## config.mk

```make
export PLATFORM = sky130hd
export DESIGN_NAME = clamp_pulse_gen
export DESIGN_NICKNAME = d
export VERILOG_FILES = /design/src/rtl/clamp_pkg.sv /design/src/rtl/clamp_datapath.sv /design/src/rtl/clamp_control.sv /design/src/rtl/clamp_pulse_gen.sv
export SDC_FILE = /design/constraint.sdc
export NUM_CORES = 1
export LEC_CHECK = 0
export BUFFER_PORTS_ARGS = -buffer_cell sky130_fd_sc_hd__buf_2
export CAP_MARGIN = 40
export CORE_AREA = 5 5 42 44
export CTS_BUF_LIST = sky130_fd_sc_hd__clkbuf_2
export CTS_CLUSTER_DIAMETER = 30
export DETAILED_ROUTE_END_ITERATION = 8
export DIE_AREA = 0 0 47 49
export SETUP_SLACK_MARGIN = 0.15
export SYNTH_ARGS = -nofsm -noshare
export SYNTH_HDL_FRONTEND = slang
export SYNTH_SLANG_ARGS = --single-unit
```

## constraint.sdc

```tcl
create_clock -name clk -period 1.6 [get_ports clk]
set_input_delay 0.32 -clock clk [delete_from_list [all_inputs] [get_ports clk]]
set_output_delay 0.32 -clock clk [all_outputs]
set_load 0.01 [all_outputs]
```

## src/rtl/clamp_pkg.sv

```systemverilog
package clamp_pkg;

  // Edge information from the datapath to the control
  typedef struct packed {
    logic armed;
    logic lead;
    logic trail;
  } edgeInfo_t;

  // Strobes from the control to the datapath
  typedef struct packed {
    logic pulseOn;
  } ctlStrobe_t;

  typedef enum logic [0:0] {
    ST_IDLE = 1'b0,
    ST_HOLD = 1'b1
  } clampState_t;

endpackage

```

## src/rtl/clamp_datapath.sv

```systemverilog
module clamp_datapath
  import clamp_pkg::*;
#(
  parameter int SyncStages = 2
) (
  input  logic       clk,
  input  logic       rstN,
  input  logic       syncIn,
  input  logic       syncActiveLow,
  input  logic       invertOut,
  input  ctlStrobe_t strobe,
  output edgeInfo_t  edges,
  output logic       clampOut
);

  localparam int WarmLen = SyncStages + 1;
  localparam int WarmW   = $clog2(WarmLen + 1);

  logic [SyncStages-1:0] chain;
  logic                  syncd;
  logic                  normLvl;
  logic                  prevNorm;
  logic [WarmW-1:0]      warmCnt;
  logic                  armed;

  // synchronizer chain
  generate
    for (genvar i = 0; i < SyncStages; i++) begin : g_sync
      if (i == 0) begin : g_first
        always_ff @(posedge clk or negedge rstN) begin
          if (!rstN) chain[0] <= 1'b0;
          else       chain[0] <= syncIn;
        end
      end else begin : g_rest
        always_ff @(posedge clk or negedge rstN) begin
          if (!rstN) chain[i] <= 1'b0;
          else       chain[i] <= chain[i-1];
        end
      end
    end
  endgenerate

  assign syncd   = chain[SyncStages-1];
  assign normLvl = syncd ^ syncActiveLow;

  always_ff @(posedge clk or negedge rstN) begin
    if (!rstN) prevNorm <= 1'b0;
    else       prevNorm <= normLvl;
  end

  // warm-up: history is meaningful once the chain and prevNorm are loaded
  always_ff @(posedge clk or negedge rstN) begin
    if (!rstN)                       warmCnt <= '0;
    else if (warmCnt != WarmW'(WarmLen)) warmCnt <= warmCnt + 1'b1;
  end

  assign armed = (warmCnt == WarmW'(WarmLen));

  always_comb begin
    edges.armed = armed;
    edges.lead  = armed &  normLvl & ~prevNorm;
    edges.trail = armed & ~normLvl &  prevNorm;
  end

  assign clampOut = strobe.pulseOn ^ invertOut;

  AST_EDGE_EXCLUSIVE: assert property (@(posedge clk) disable iff (!rstN)
    $onehot0({edges.lead, edges.trail}));

  AST_QUIET_UNARMED: assert property (@(posedge clk) disable iff (!rstN)
    !armed |-> !(edges.lead || edges.trail));

  AST_IDLE_LEVEL: assert property (@(posedge clk) disable iff (!rstN)
    !strobe.pulseOn |-> (clampOut == invertOut));

endmodule

```

## src/rtl/clamp_control.sv

```systemverilog
module clamp_control
  import clamp_pkg::*;
#(
  parameter int PulseLen = 2
) (
  input  logic       clk,
  input  logic       rstN,
  input  logic       trailSel,
  input  edgeInfo_t  edges,
  output ctlStrobe_t strobe
);

  localparam int CntW = (PulseLen > 1) ? $clog2(PulseLen) : 1;

  clampState_t     state;
  logic [CntW-1:0] remain;
  logic            trigger;

  assign trigger = trailSel ? edges.trail : edges.lead;

  always_ff @(posedge clk or negedge rstN) begin
    if (!rstN) begin
      state  <= ST_IDLE;
      remain <= '0;
    end else begin
      case (state)
        ST_IDLE: if (trigger) begin
          state  <= ST_HOLD;
          remain <= CntW'(PulseLen - 1);
        end
        ST_HOLD: begin
          if (remain == '0) state <= ST_IDLE;
          else              remain <= remain - 1'b1;
        end
        default: state <= ST_IDLE;
      endcase
    end
  end

  assign strobe.pulseOn = (state == ST_HOLD);

  AST_START_ON_EDGE: assert property (@(posedge clk) disable iff (!rstN)
    (trigger && !strobe.pulseOn) |=> strobe.pulseOn);

  AST_HOLD_WHILE_COUNT: assert property (@(posedge clk) disable iff (!rstN)
    (strobe.pulseOn && remain != '0) |=> strobe.pulseOn);

  AST_MIN_WIDTH: assert property (@(posedge clk) disable iff (!rstN)
    $rose(strobe.pulseOn) && (PulseLen > 1) |=> strobe.pulseOn);

  AST_ONLY_FROM_EDGE: assert property (@(posedge clk) disable iff (!rstN)
    (!strobe.pulseOn && !trigger) |=> !strobe.pulseOn);

endmodule

```

## src/rtl/clamp_pulse_gen.sv

```systemverilog
module clamp_pulse_gen
  import clamp_pkg::*;
#(
  parameter int PulseLen   = 2,
  parameter int SyncStages = 2
) (
  input  logic clk,
  input  logic rstN,
  input  logic syncIn,
  input  logic syncActiveLow,
  input  logic trailSel,
  input  logic invertOut,
  output logic clampOut
);

  edgeInfo_t  edges;
  ctlStrobe_t strobe;

  clamp_datapath #(.SyncStages(SyncStages)) u_dp (
    .clk          (clk),
    .rstN         (rstN),
    .syncIn       (syncIn),
    .syncActiveLow(syncActiveLow),
    .invertOut    (invertOut),
    .strobe       (strobe),
    .edges        (edges),
    .clampOut     (clampOut)
  );

  clamp_control #(.PulseLen(PulseLen)) u_ctl (
    .clk     (clk),
    .rstN    (rstN),
    .trailSel(trailSel),
    .edges   (edges),
    .strobe  (strobe)
  );

  AST_RESET_IDLE: assert property (@(posedge clk)
    !rstN |-> (clampOut == invertOut));

endmodule

```

After elaboration in Yosys (flattened, before gate mapping) --
Cells that the tools add are included.
Word-level totals: register bits 7, input port bits 6, output and inout bits 1, logic and storage cells 27
Cells by class: $add $sub $neg 2, eq/ne operators 3, multiplexer cells 7, bitwise gates (word level) 9
Operators with widths (number):
- 1-bit two-way mux | 5
- 1-bit bitwise AND | 4
- 1-bit case mux with 2 select lines | 2
- 1-bit NOT | 3
- 2-bit by 1-bit adder with 2-bit output (second input constant) | 1
- 2-bit equality test (second input constant) | 1
- 2-bit by 1-bit inequality test with 1-bit output (second input constant) | 1
- 2-bit inequality test (second input constant) | 1
- 1-bit bitwise XOR | 2
- 1-bit subtractor (second input constant) | 1

Logic depth before layout (Yosys ltp) --
word-level depth 7, depth in mapped cells 4, depth with buffers taken out 4

Cells and area by module --
A second synthesis with hierarchy kept.
Second synthesis, totals: cells, all modules 19, area total of the unflattened synthesis 286.5 um2
Modules (own cells, without submodules):
- clamp_datapath | times used 1, cells an instance 14, area an instance 200.2 um2
- clamp_control | times used 1, cells an instance 5, area an instance 86.3 um2

Worst setup path after synthesis --
OpenSTA, ideal clock, no wires.
kind register to register, from register u_dp.warmCnt[0], to register u_ctl.remain, library setup time 128 ps, arrival time 993 ps, path slack 480 ps, stages on the path, launching flop included 5, path buffers 0, clock period less this slack 1120 ps, path through dfrtp_1 -> ha_1 -> and4b_1 -> mux2i_1 -> o21ai_1
Between the ends: longest elaborated chain between the ends 5
RTL lines:
- start, declared | RTL line clamp_datapath.sv:23 | logic [WarmW-1:0] warmCnt;
- start signal, assigned | RTL line clamp_datapath.sv:54 | else if (warmCnt != WarmW'(WarmLen)) warmCnt <= warmCnt + 1'b1;
- 2-bit equality test (*) | RTL line clamp_datapath.sv:57 | assign armed = (warmCnt == WarmW'(WarmLen));
- 1-bit bitwise AND, on equally long branches (2 in series) | RTL line clamp_datapath.sv:61, clamp_datapath.sv:62
- 1-bit two-way mux (*) | RTL line clamp_control.sv:19 | assign trigger = trailSel ? edges.trail : edges.lead;
- 2-bit by 1-bit inequality test with 1-bit output (no source line) (*)
- end signal, assigned | RTL line clamp_control.sv:29 | remain <= CntW'(PulseLen - 1);
- end signal, assigned | RTL line clamp_control.sv:33 | else remain <= remain - 1'b1;
- end, declared | RTL line clamp_control.sv:16 | logic [CntW-1:0] remain;
Mark *: on every way between the ends. The rest lies on a longest branch, timed or not. A chain may end at the register's enable or synchronous reset.

Final worst setup path --
from register u_ctl.state, in the netlist u_ctl.strobe, to output port clampOut
Between the ends: longest elaborated chain between the ends 1
RTL lines:
- start, declared | RTL line clamp_control.sv:15 | clampState_t state;
- start signal, assigned | RTL line clamp_control.sv:23 | state <= ST_IDLE;
- start signal, assigned | RTL line clamp_control.sv:28 | state <= ST_HOLD;
- start signal, assigned | RTL line clamp_control.sv:32 | if (remain == '0) state <= ST_IDLE;
- 1-bit bitwise XOR | RTL line clamp_datapath.sv:65 | assign clampOut = strobe.pulseOn ^ invertOut;
- end, declared | RTL line clamp_pulse_gen.sv:13 | output logic clampOut
No other way between the ends.

==> metrics <==
top area cells in the synthesized netlist=sky130_fd_sc_hd__dfrtp_1 63%, sky130_fd_sc_hd__xor2_2 5.9%, sky130_fd_sc_hd__ha_1 4.5%, sky130_fd_sc_hd__mux2_2 4.1%, sky130_fd_sc_hd__and4b_1 3.6%; flip-flop and latch count after synthesis=7; First DRT Iteration DRCs=3; Mapped Cells=19; Startpoint Class=register; PostCTS Resize Cnt=0; Chip Width=47 um; status=finished clean; antenna violation net count after detailed routing=0; cell with the largest stage delay on the worst path=sky130_fd_sc_hd__dfrtp_1; setup TNS after final layout=0 ps; capturing element type of the critical path=output port; starting utilization of the core area=0.198; total of warnings raised by yosys=0; peak supply drop=331 uV; worst hold stages=1; Post-Synthesis Cell Area=278 um2; cell with the most instances after synthesis=sky130_fd_sc_hd__dfrtp_1; maximum buffer depth of the clock tree=2; clock-pin transition on the worst setup and hold timing paths=70 ps; TritonCTS buffer count=3; Clk Tree Root Cell=sky130_fd_sc_hd__clkbuf_2; FF-to-FF path depth=4; required time of the critical path=1280 ps; area leader, netlist=sky130_fd_sc_hd__dfrtp_1; Ant. Diodes=0; post-synthesis cell type count=12; worst hold-check slack=203 ps; minimum setup slack among reg-to-reg paths=420 ps; net count of the mapped netlist=26; number of failing setup endpoints in the final timing report=0; final-report hold violation count=0; WP data arrival=950 ps; via count of the first global-routing pass=163; number of nets in the finished design=38; antenna violations before repair=0; clock sink count=7; count of port buffers added during placement=6; fin util=0.255; ys flop type=sky130_fd_sc_hd__dfrtp_1; number of H-tree levels=1; Yosys top cell area share=0.631; max incr delay on CP=420 ps; worst min-delay path endpoint=u_dp.chain[0]; number of top-level design ports=7; period utilisation layout=0.794; Highest Clock Rate=787 MHz; EDFF count, synth=0; setup repair after global routing missed its margin=false; Slew HR=0.823; FF-to-FF Start=u_dp.warmCnt[0]; minimum setup slack after placement=409 ps; standard cell area after detailed placement=328 um2; largest net degree at the start of global routing=8; fraction of the yosys area taken by sequential cells=0.631; Total Die Area=2300 um2; series of cell instances along the critical path=xor2_1, buf_2; leakage dissipation=0.170 nW; ratio of cells with drive above 1 in the final layout=0.400; total number of placement rows=14; Clock Skew=3.58 ps; Max-Cap Viols=0; Post-CTS Setup Repair Bufs=0; TritonCTS clock tree=yes; Least-Margin Pin Slew=261 ps; total iterations of the first detailed-routing run=2; min Tclk post-route=1270 ps; endpoint of the most critical register-to-register path=u_ctl.remain; start point of the worst hold path=syncIn; y dimension of the die=49 um; Max FO, Critical Path=5; top cells by count, synth=7 x sky130_fd_sc_hd__dfrtp_1, 2 x sky130_fd_sc_hd__nand2_1; area inside the core boundary=1400 um2; clock latency at the later pin of the worst-skew pair=220 ps; post-route cell area=358 um2; Placer Congestion=0.565; share of synthesized flip-flops with an asynchronous set or reset=1.00; GRT overflow=0; mean number of vias per cell=3.59; number of fillers in the final layout=154; Slew Limit Fails=0; kind of critical path=register to output port; Min-Delay Path Class=primary input to register; overall via count from detail_route=165; power density relative to cell area=1200 nW/um2; combined global-route utilization of all metal layers=0.0362; total DRC errors in the routed layout=0; final setup slack of the worst path=330 ps; area overhead of the layout relative to synthesis=28.8%; overall routed net length=383 um; Avg Inst Size Synth=14.6 um2; wire length of the first global-routing pass=545 um; routed wirelength normalized by instance count=8.33 um
## cells by family (layout without fill, tap and decap cells)
logic type,count (synthesis),in the layout,synth area share
AOI/OAI and AO/OA,1,1,0.0180
xor gates and xnor gates,3,3,0.122
adders and majority gates,1,1,0.0450
buffers and inverters,1,12,0.0135
DFF,7,7,0.631
muxes,2,2,0.0766
and+or+nand+nor,4,4,0.0946
## metal layers
metal | global-route usage | wire, um | vias to the layer above
li1 | - | - | 85
met1 | 0.0339 | 168 | 73
met2 | 0.0452 | 161 | 7
met3 | 0.0258 | 53 | 0
met4 | 0.0415 | 0 | 0
met5 | 0 | 0 | -
## area by class of cell
type                    instances  area [um2]  area share
inverters                       1        3.75      0.0105
well taps                      16        20.0      0.0559
clock buffers                   4        20.0      0.0559
repair buffers                  7        40.0       0.112
flip-flops and latches          7         175       0.490
multi-input cells              11        98.8       0.276
## registers in the layout, summed over array words and instances (netlist names)
signal and flops:
u_dp.prevNorm 1, u_ctl.strobe 1, u_dp.chain 1, u_ctl.remain 1, u_dp.syncd 1, u_dp.warmCnt 2
## what timing repair did
item | in CTS | in global routing
endpoints found under the hold margin | 7 | 0
setup endpoints to repair | 0 | 0
hold buffers | 1 | 0
## report_power, final
part	total [mW]	switching [mW]	internal (mW)
sequential	0.229	0.0223	0.206
clock	0.125	0.0582	0.0665
combinational	0.0756	0.0363	0.0394
## worst max path at each step
stage	slack [ps]	to	depth (start not counted)	start
2_1_floorplan	480	u_ctl.remain	4	u_dp.warmCnt[0]
3_3_place_gp	420	u_ctl.remain	4	u_dp.warmCnt[0]
3_5_place_dp	410	u_ctl.remain	4	u_dp.warmCnt[0]
4_1_cts	310	clampOut	2	u_ctl.strobe
5_1_grt	280	clampOut	2	u_ctl.strobe
6_report	330	clampOut	2	u_ctl.strobe
## worst max-delay path, delay by kind of cell, from the launching register on
family                    cells  cell delay, ps
DFF                           1             420
xor gates and xnor gates      1             170
buffers and inverters         1             140
## stage by stage
| step | std cells | power [mW] |
|---|---|---|
| final | 46 | 0.429 |
| after global routing | 46 | 0.459 |
| after CTS | 46 | 0.439 |
| after detailed placement | 41 | 0.309 |
| after global placement | 41 | 0.307 |
| after floorplan | 19 | 0.277 |
## placed cells by master, fill, tap and decap left out
master / synthesis / layout
sky130_fd_sc_hd__nand2_1: 2 / 2
sky130_fd_sc_hd__dlygate4sd3_1: 0 / 1
sky130_fd_sc_hd__xor2_1: 1 / 1
sky130_fd_sc_hd__clkbuf_2: 0 / 4
sky130_fd_sc_hd__xnor2_1: 1 / 1
sky130_fd_sc_hd__ha_1: 1 / 1
sky130_fd_sc_hd__xor2_2: 1 / 1
sky130_fd_sc_hd__dfrtp_1: 7 / 7
sky130_fd_sc_hd__inv_1: 1 / 1
sky130_fd_sc_hd__buf_2: 0 / 6
sky130_fd_sc_hd__and4b_1: 1 / 1
sky130_fd_sc_hd__nor4b_1: 1 / 1
sky130_fd_sc_hd__mux2i_1: 1 / 1
sky130_fd_sc_hd__o21ai_1: 1 / 1
sky130_fd_sc_hd__mux2_2: 1 / 1
(Power assumes the default switching activity.)
